`config.mk`:
```
export PLATFORM = sky130hd
export DESIGN_NAME = spill_sync_gate
export DESIGN_NICKNAME = d
export VERILOG_FILES = /design/src/rtl/spill_sync_pkg.sv /design/src/rtl/spill_edge_det.sv /design/src/rtl/spill_arbiter.sv /design/src/rtl/spill_trig_delay.sv /design/src/rtl/spill_bypass_reg.sv /design/src/rtl/spill_sync_gate.sv
export SDC_FILE = /design/constraint.sdc
export NUM_CORES = 1
export LEC_CHECK = 0
export ABC_AREA = 1
export BUFFER_PORTS_ARGS = -buffer_cell sky130_fd_sc_hd__buf_4
export CORE_ASPECT_RATIO = 1.1
export CORE_MARGIN = 10
export CORE_UTILIZATION = 61
export DETAILED_ROUTE_END_ITERATION = 10
export MAX_ROUTING_LAYER = met4
export PLACE_DENSITY = 0.88
export SKIP_LAST_GASP = 1
export SLEW_MARGIN = 20
export SYNTH_ARGS = -nofsm -noshare
export SYNTH_HDL_FRONTEND = slang
export SYNTH_HIERARCHICAL = 1
export SYNTH_SLANG_ARGS = --single-unit
```
`constraint.sdc`:
```
create_clock -name clk -period 3.3 [get_ports clk]
set_input_delay 0.66 -clock clk [delete_from_list [all_inputs] [get_ports clk]]
set_output_delay 0.66 -clock clk [all_outputs]
set_load 0.01 [all_outputs]
```
`src/rtl/spill_sync_pkg.sv`:
```
package spill_sync_pkg;

    localparam int BYP_W    = 5;
    localparam int NUM_TRIG = 3;

    localparam int TRG_TARGET = 0;
    localparam int TRG_RF     = 1;
    localparam int TRG_DTGATE = 2;

    // bit 0 daq, bit 1 rf, bit 2 target, bit 3 machine control, bit 4 start-source swap
    typedef struct packed {
        logic clk_sub;
        logic mcm;
        logic tgt;
        logic rf;
        logic daq;
    } bypass_t;

    typedef struct packed {
        logic mcm;
        logic tgt;
        logic rf;
        logic daq;
    } ready_t;

    typedef enum logic [1:0] {
        ARB_ARMED   = 2'd0,
        ARB_PENDING = 2'd1,
        ARB_SPENT   = 2'd2
    } arb_state_e;

    function automatic ready_t force_ready(ready_t raw, bypass_t byp);
        ready_t r;
        r.daq = raw.daq | byp.daq;
        r.rf  = raw.rf  | byp.rf;
        r.tgt = raw.tgt | byp.tgt;
        r.mcm = raw.mcm | byp.mcm;
        return r;
    endfunction

    function automatic logic all_set(ready_t r);
        return &r;
    endfunction

endpackage

```
`src/rtl/spill_edge_det.sv`:
```
module spill_edge_det (
    input  logic clk,
    input  logic rst,
    input  logic sig_in,
    output logic rise
);
    logic prev;

    always_ff @(posedge clk) begin
        if (rst) prev <= 1'b0;
        else     prev <= sig_in;
    end

    assign rise = sig_in & ~prev;
endmodule

```
`src/rtl/spill_arbiter.sv`:
```
module spill_arbiter
    import spill_sync_pkg::*;
(
    input  logic   clk,
    input  logic   rst,
    input  ready_t rdy_eff,
    input  logic   start_rise,
    output logic   spill_req,
    output logic   launch
);
    arb_state_e st, st_n;
    logic       all_rdy;

    assign all_rdy = all_set(rdy_eff);
    assign launch  = start_rise && (st == ARB_PENDING);

    always_comb begin
        st_n = st;
        unique case (st)
            ARB_ARMED:   if (all_rdy) st_n = ARB_PENDING;
            ARB_PENDING: begin
                if (launch)        st_n = ARB_SPENT;
                else if (!all_rdy) st_n = ARB_ARMED;
            end
            ARB_SPENT:   if (!all_rdy) st_n = ARB_ARMED;
            default:     st_n = ARB_ARMED;
        endcase
    end

    always_ff @(posedge clk) begin
        if (rst) st <= ARB_ARMED;
        else     st <= st_n;
    end

    assign spill_req = (st == ARB_PENDING);


    req_needs_ready_chk: assert property (@(posedge clk) disable iff (rst)
        $rose(spill_req) |-> $past(all_rdy));


    launch_drops_req_chk: assert property (@(posedge clk) disable iff (rst)
        launch |=> !spill_req);
endmodule

```
`src/rtl/spill_trig_delay.sv`:
```
module spill_trig_delay #(
    parameter int W = 16
) (
    input  logic         clk,
    input  logic         rst,
    input  logic         launch,
    input  logic [W-1:0] dly,
    output logic         pulse
);
    logic         busy;
    logic [W-1:0] cnt;

    always_ff @(posedge clk) begin
        if (rst) begin
            busy  <= 1'b0;
            cnt   <= '0;
            pulse <= 1'b0;
        end else begin
            pulse <= 1'b0;
            if (launch) begin
                busy <= 1'b1;
                cnt  <= dly;
            end else if (busy) begin
                if (cnt == '0) begin
                    busy  <= 1'b0;
                    pulse <= 1'b1;
                end else begin
                    cnt <= cnt - 1'b1;
                end
            end
        end
    end


    pulse_single_chk: assert property (@(posedge clk) disable iff (rst)
        pulse |=> !pulse);


    pulse_after_count_chk: assert property (@(posedge clk) disable iff (rst)
        pulse |-> $past(busy));
endmodule

```
`src/rtl/spill_bypass_reg.sv`:
```
module spill_bypass_reg
    import spill_sync_pkg::*;
(
    input  logic    clk,
    input  logic    rst,
    input  logic    we,
    input  bypass_t wdata,
    input  logic    run_start,
    input  logic    ack,
    output bypass_t byp_q,
    output logic    warn
);
    always_ff @(posedge clk) begin
        if (rst) begin
            byp_q <= '0;
            warn  <= 1'b0;
        end else begin
            if (we) byp_q <= wdata;
            if (run_start && (|byp_q)) warn <= 1'b1;
            else if (ack)              warn <= 1'b0;
        end
    end


    bypass_hold_chk: assert property (@(posedge clk) disable iff (rst)
        !we |=> $stable(byp_q));


    warn_cause_chk: assert property (@(posedge clk) disable iff (rst)
        $rose(warn) |-> ($past(run_start) && ($past(byp_q) != '0)));


    warn_sticky_chk: assert property (@(posedge clk) disable iff (rst)
        (warn && !ack) |=> warn);
endmodule

```
`src/rtl/spill_sync_gate.sv`:
```
module spill_sync_gate
    import spill_sync_pkg::*;
#(
    parameter int DLY_W = 16
) (
    input  logic             clk,
    input  logic             rst,
    input  logic             daq_ready,
    input  logic             rf_ready,
    input  logic             target_ready,
    input  logic             mcm_ready,
    input  logic             mach_start,
    input  logic             tick_1hz,
    input  logic             cfg_we,
    input  logic [BYP_W-1:0] cfg_wdata,
    input  logic             run_start,
    input  logic             warn_ack,
    input  logic [DLY_W-1:0] target_delay,
    input  logic [DLY_W-1:0] rf_delay,
    input  logic [DLY_W-1:0] dt_delay,
    output logic             spill_req,
    output logic             target_trig,
    output logic             rf_trig,
    output logic             dt_gate,
    output logic             bypass_warn,
    output logic [BYP_W-1:0] bypass_q
);
    bypass_t              byp;
    ready_t               rdy_raw, rdy_eff;
    logic                 mach_rise, tick_rise, start_rise, launch;
    logic [DLY_W-1:0]     dly_arr [NUM_TRIG];
    logic [NUM_TRIG-1:0]  trig_vec;

    spill_bypass_reg u_breg (
        .clk       (clk),
        .rst       (rst),
        .we        (cfg_we),
        .wdata     (bypass_t'(cfg_wdata)),
        .run_start (run_start),
        .ack       (warn_ack),
        .byp_q     (byp),
        .warn      (bypass_warn)
    );

    assign bypass_q    = byp;
    assign rdy_raw.daq = daq_ready;
    assign rdy_raw.rf  = rf_ready;
    assign rdy_raw.tgt = target_ready;
    assign rdy_raw.mcm = mcm_ready;
    assign rdy_eff     = force_ready(rdy_raw, byp);

    spill_edge_det u_mach_edge (.clk(clk), .rst(rst), .sig_in(mach_start), .rise(mach_rise));
    spill_edge_det u_tick_edge (.clk(clk), .rst(rst), .sig_in(tick_1hz),   .rise(tick_rise));

    assign start_rise = byp.clk_sub ? tick_rise : mach_rise;

    spill_arbiter u_arb (
        .clk        (clk),
        .rst        (rst),
        .rdy_eff    (rdy_eff),
        .start_rise (start_rise),
        .spill_req  (spill_req),
        .launch     (launch)
    );

    assign dly_arr[TRG_TARGET] = target_delay;
    assign dly_arr[TRG_RF]     = rf_delay;
    assign dly_arr[TRG_DTGATE] = dt_delay;

    for (genvar g = 0; g < NUM_TRIG; g++) begin : g_dly
        spill_trig_delay #(.W(DLY_W)) u_dly (
            .clk    (clk),
            .rst    (rst),
            .launch (launch),
            .dly    (dly_arr[g]),
            .pulse  (trig_vec[g])
        );
    end

    assign target_trig = trig_vec[TRG_TARGET];
    assign rf_trig     = trig_vec[TRG_RF];
    assign dt_gate     = trig_vec[TRG_DTGATE];


    src_swap_chk: assert property (@(posedge clk) disable iff (rst)
        (byp.clk_sub && !tick_rise) |-> !launch);


    src_normal_chk: assert property (@(posedge clk) disable iff (rst)
        (!byp.clk_sub && !mach_rise) |-> !launch);
endmodule

```
==> results of run 1 <==
-- per-layer routing --
layer / track usage / vias up / routed length (um) / part of all wire
met5: - / - / 0 / 0
met4: 0.07684 / 0 / 142 / 0.014
met3: 0.03340 / 22 / 485 / 0.046
met2: 0.3543 / 117 / 5394 / 0.51
met1: 0.2162 / 2045 / 4490 / 0.43
li1: - / 2303 / - / -
-- sequential cells by signal, indices dropped and copies added, names as in the netlist --
name	count
g_dly.u_dly/busy	3
g_dly.u_dly/cnt	48
g_dly.u_dly/pulse	3
u_arb/st	2
u_breg/byp_q	5
u_breg/warn	1
u_mach_edge/prev	1
u_tick_edge/prev	1
-- power by group --
part / leakage (nW) / internal, mW / switching (mW)
combinational: 1.97 / 0.188 / 0.247
sequential: 0.518 / 0.794 / 0.0230
clock: 0.0785 / 0.278 / 0.339
-- cells in the final DEF, fill, tap and decap left out, types with 2 or more instances in the layout --
cell type   synthesis  layout
buf_4               0      75
nand3_2            10      10
nand4_1             4       4
clkinvlp_4          0       4
xor2_1              4       4
nand2_2             6       6
nand3b_1            8       8
o21ai_1             4       4
inv_2               6       6
clkbuf_8            0       9
dfxtp_1            64      64
nand2_1           205     205
o21ai_0            22      22
nand2_4             6       6
nor3_1              9       9
xnor2_1             6       6
nor2_2             13      13
nor2_1            119     119
inv_6               0       2
or2_2               3       3
o211ai_1            5       5
nand3_1            53      53
inv_1              73      72
ha_1                3       3
a21oi_1            33      33
nor2_4              6       6
or2_1               4       4
-- worst reg2reg max path, delay by kind of cell, from the launching register on --
family                 cells  cell delay, ns
buffers and inverters      4            0.88
flip-flops                 1            0.40
AND/OR/NAND/NOR            6            0.78
-- stage by stage --
stage               total power, mW  area, um^2
floorplan                     1.142        4259
global placement              1.250        4767
detailed placement            1.264        4767
CTS                           1.885        4947
global route                  1.980        4947
finish                        1.869        4947
-- layout make-up --
cell class / instances / share of cell area
Multi-Input combinational cell: 530 / 0.5101
Sequential cell: 64 / 0.2590
Timing Repair Buffer: 75 / 0.1138
Inverter: 79 / 0.05994
Clock buffer: 9 / 0.02504
Tap cell: 82 / 0.02074
Clock inverter: 7 / 0.01138
-- path summary, 6_finish.rpt --
kind / start / endpoint / cells past startpoint
setup reg to reg: u_breg/byp_q[4]$_SDFFE_PP0P_ / g_dly[2].u_dly/cnt[10]$_SDFFE_PP0P_ / 10
hold reg to reg: u_breg/warn$_SDFFE_PP0P_ / u_breg/warn$_SDFFE_PP0P_ / 2
hold / removal: u_breg/warn$_SDFFE_PP0P_ / u_breg/warn$_SDFFE_PP0P_ / 2
setup / recovery: mach_start / g_dly[2].u_dly/cnt[10]$_SDFFE_PP0P_ / 12
-- logic make-up after synthesis --
| family | synth area share |
|---|---|
| buf+inv | 0.1066 |
| simple gates | 0.4777 |
| fa+ha+maj | 0.008814 |
| flops | 0.3008 |
| xor+xnor | 0.02056 |
| compound gates | 0.08314 |
| mux | 0.002350 |
==> flow_summary_export.csv, run 1 <==
group,metric,value,unit
synth,netlist_area,4259,um^2
timing,fin_worst_skew,0.01048,ns
timing,fin_crit,2.236,ns
route,drt_pass1_iterations,5,
worst_setup_path,worst_path_most_repeated_cell,"inv_1",
synth,synthTopCellsByArea,"dfxtp_1, nand2_1, nor2_1",
synth,synth_async_sr_flop_share,0,
min_path,hold_path.class,"reg -> reg",
worst_setup_path,path_buf_inv,5,
route,drc,0,
synth,synthCells,689,
worst_setup_path,arrival,2.48,ns
clock_network,cts-htree-levels,3,
clock_network,cts-buffers-inserted,9,
place,gp_congestion,0.8993,
worst_setup_path,regToRegSetupSlack,1.13,ns
worst_setup_path,crit_family,"buffers and inverters",
cells_and_area,fin_nets,826,
cells_and_area,multi_input_area,2524,um^2
timing,drv_slew,0,
job,drv_cap,0,
worst_setup_path,start_kind,"primary input",
route,drt-initial-drc-count,248,
synth,yosys-top-cells-count,"nand2_1, nor2_1, inv_1",
clock_network,cts_resized,0,
cells_and_area,fin_util,0.7416,
floorplanning,ios,74,
place,place_inst,830,
global_route,gr-usage-all-layers,0.1996,
route,viasPerCell,5.304,
pwr,p_leak,2.569,nW
floorplanning,chipHeight,107.6,um
worst_setup_path,crit_required,3.55,ns
timing,setup_tns,0,ns
global_route,grt_first_pass_wirelength,17860,um
timing,max_freq,447.3,MHz
timing,layout_setup_ws,1.064,ns
place,post-dp-hpwl,7787,um
clock_network,cts.sinks,64,
synth,synth.distinct_cells,37,
timing,timing.final.crit_share,0.6775,
clock_network,cts_tree,"done",
synth,synth_top_cell_area_share,0.3008,
worst_setup_path,crit_fanout,21,
timing,tightest_slew,0.6845,ns
route,vias,4487,
floorplanning,rows,31,
clock_network,cts_max_path_buffers,2,
cells_and_area,finalNonFillerCells,846,
clock_network,cts-hold-fix-buffers,0,
timing,setup_viol_count_final,0,
pwr,power_density,377.8,nW/um^2
worst_setup_path,endpoint_kind,"flip-flop",
pwr,ir_worst_vdd,0.2356,mV
worst_setup_path,slowest_delay,0.58,ns
synth,ys_seq_area_frac,0.3008,
cells_and_area,fill_cells,549,
timing,finalHoldViolCount,0,
clock_network,clockRootBuffer,"clkbuf_8",
worst_setup_path,path_cells,"buf_4 > inv_1 > nor2_1 > nand2_1 > nand2_1 > nand2_2 > clkinv_1 > inv_1 > nand2_4 > or2_0 > nand3_1 > inv_1",
worst_setup_path,cp_slowest_cell,"inv_1",
floorplanning,fp.dieW,99.67,um
clock_network,clkSlewWorstSetupHoldPaths,0.08,ns
synth,synthFlopType,"dfxtp_1",
global_route,antenna_found_initial,0,
synth,ys_warn_count,6,
synth,syn_nets,756,
global_route,grt_max_degree,43,
cells_and_area,seq_area,1281,um^2
run_status,status,"completed",
timing,slew-limit-headroom,0.5432,
cells_and_area,drive_gt1_frac,0.1872,
timing,grt_setup_unrepaired,"no",
synth,avgSynthCellArea,6.182,um^2
synth,synth_edf_count,0,
route,totalWireLength,10510,um
cells_and_area,area_growth,16.16,%
global_route,overflow,0,
timing,hold_ws,0.4699,ns
route,routedWlPerCell,12.43,um
floorplanning,initial_core_util,0.6384,
worst_setup_path,crit_type,"in -> reg",
cells_and_area,antenna_cells,0,
floorplanning,die-area,10730,um^2
synth,ys_ff_latch,64,
global_route,grt_pass1_vias,4239,
place,preCtsSetupSlack,0.7349,ns
floorplanning,core_area,6671,um^2
clock_network,postCtsSetupBuffers,0,
place,portBuffers,73,
clock_network,clk_latency,0.35,ns
synth,yosysMostFrequentCell,"nand2_1",
route,ant_nets,0,
synth,synth_top_area_cell,"dfxtp_1",
Note: power is estimated with default switching activity, not from simulation.
==> run 2, diff against run 1 <==
CORE_UTILIZATION = 57   (was 61)
PLACE_DENSITY = 0.83   (was 0.88)
clock period = 2.15 ns   (was 3.3 ns; I/O delays follow)
==> flow_summary_export.csv, run 2 (synthesized netlist as in run 1, its figures left out) <==
group,metric,value,unit
run_status,status,"completed",
cells_and_area,largest_registers,"g_dly.u_dly/cnt x48, u_breg/byp_q x5",
timing,drv_slew,0,
floorplanning,die-area,11330,um^2
floorplanning,chipHeight,110.7,um
clock_network,postCtsSetupBuffers,0,
min_path,hold_path.class,"in -> reg",
timing,tightest_slew,0.4823,ns
global_route,grt_pass1_vias,4265,
place,post-dp-hpwl,8096,um
route,top_layer,"met4",
route,wl_met2,5486,um
floorplanning,fp.dieW,102.4,um
cells_and_area,drive_gt1_frac,0.1927,
place,placed_area,4803,um^2
pwr,power_density,593.7,nW/um^2
timing,fin_worst_skew,0.007439,ns
cells_and_area,area_growth,17.39,%
timing,setup_tns,0,ns
route,ant_nets,0,
worst_setup_path,crit_fanout,18,
cells_and_area,final_common_cell,"nand2_1",
place,gp_congestion,0.9156,
worst_setup_path,arrival,2.03,ns
route,viasPerCell,5.253,
clock_network,clkSlewWorstSetupHoldPaths,0.08,ns
route,totalWireLength,10850,um
pwr,ir_worst_vdd,0.4081,mV
timing,slew-limit-headroom,0.6785,
timing,fin_crit,1.756,ns
floorplanning,ios,74,
floorplanning,core_area,7350,um^2
clock_network,cts_resized,0,
floorplanning,initial_core_util,0.5795,
route,drt-initial-drc-count,168,
place,preCtsSetupSlack,0.2461,ns
clock_network,clockRootBuffer,"clkbuf_8",
worst_setup_path,regToRegSetupSlack,0.39,ns
worst_setup_path,crit_required,2.42,ns
cells_and_area,multi_input_area,2524,um^2
global_route,grt_max_degree,43,
clock_network,cts-htree-levels,3,
cells_and_area,layout_common_cells,"nand2_1, nor2_1, buf_4, inv_1, dfxtp_1",
clock_network,cts_tree,"done",
worst_setup_path,crit_type,"reg -> reg",
route,wl_met3,565,um
route,m1WireLength,4576,um
cells_and_area,regMostFlops,"g_dly.u_dly/cnt",
route,routedWlPerCell,12.69,um
floorplanning,rows,33,
clock_network,cts.sinks,64,
route,drc,0,
cells_and_area,largest_reg_flops,48,
clock_network,cts-hold-fix-buffers,0,
cells_and_area,antenna_cells,0,
cells_and_area,fill_cells,668,
pwr,p_leak,2.608,nW
global_route,overflow,0,
route,drt_pass1_iterations,5,
timing,timing.final.crit_share,0.8168,
timing,grt_setup_unrepaired,"no",
clock_network,clk_latency,0.35,ns
clock_network,cts_max_path_buffers,2,
cells_and_area,final_area,5000,um^2
timing,setup_viol_count_final,0,
timing,finalHoldViolCount,0,
cells_and_area,seq_area,1281,um^2
clock_network,cts-buffers-inserted,9,
worst_setup_path,start_kind,"flip-flop",
global_route,gr-usage-all-layers,0.1994,
global_route,antenna_found_initial,0,
global_route,grt_first_pass_wirelength,18680,um
job,drv_cap,0,
place,portBuffers,73,
cells_and_area,fin_util,0.6803,
timing,layout_setup_ws,0.3938,ns
route,vias,4491,
worst_setup_path,endpoint_kind,"flip-flop",
timing,max_freq,569.4,MHz
cells_and_area,fin_nets,830,
run 2: cell count changes in the layout (fill, tap and decap cells not counted):
cell	delta
clkinv_2	+2
bufinv_16	+1
clkinvlp_4	-2
clkinv_4	+1
buf_4	+4
inv_2	+1
clkinv_1	-1
inv_6	-2
run 2: final timing paths:
kind	from	endpoint	depth (start not counted)
hold reg to reg	u_breg/warn$_SDFFE_PP0P_	u_breg/warn$_SDFFE_PP0P_	2
hold / removal	tick_1hz	u_tick_edge/prev$_SDFF_PP0_	3
setup / recovery	u_breg/byp_q[4]$_SDFFE_PP0P_	g_dly[1].u_dly/cnt[9]$_SDFFE_PP0P_	10
setup reg to reg	u_breg/byp_q[4]$_SDFFE_PP0P_	g_dly[1].u_dly/cnt[9]$_SDFFE_PP0P_	10
run 2: layout make-up:
class / instances / area share
inverters: 79 / 0.05931
flip-flops and latches: 64 / 0.2563
well taps: 87 / 0.02177
repair buffers: 79 / 0.1186
clock buffers: 9 / 0.02477
multi-input cells: 530 / 0.5048
clock inverters: 7 / 0.01451
run 2: through the flow:
stage | power [mW] | hold slack, ns | cells
after floorplan | 1.753 | 0.4612 | 689
after global placement | 1.929 | 0.4537 | 839
after detailed placement | 1.948 | 0.4610 | 839
after CTS | 2.986 | 0.2838 | 855
after global routing | 3.138 | 0.3107 | 855
final | 2.968 | 0.2919 | 855
run 2: critical path, stage by stage, from the launching register on:
cell and delay (ns):
dfxtp_1 0.41, inv_1 0.06, nand2_1 0.05, nand2_1 0.07, nand2_2 0.10, inv_2 0.08
inv_2 0.31, nand3_2 0.27, a21oi_1 0.18, nor2_1 0.06, nor2_1 0.09
run 2: per-layer routing:
layer  track usage  vias to the layer above
met5             -                        -
met4       0.07627                        0
met3       0.03554                       23
met2        0.3356                      123
met1        0.2267                     2034
li1              -                     2311
run 2: power breakdown:
part           switching, mW  internal, mW  leakage (nW)  total (mW)
clock                  0.507         0.534        0.0952        1.04
combinational          0.382         0.290          1.99       0.673
sequential            0.0356          1.22         0.518        1.25
total                  0.925          2.04          2.61        2.97
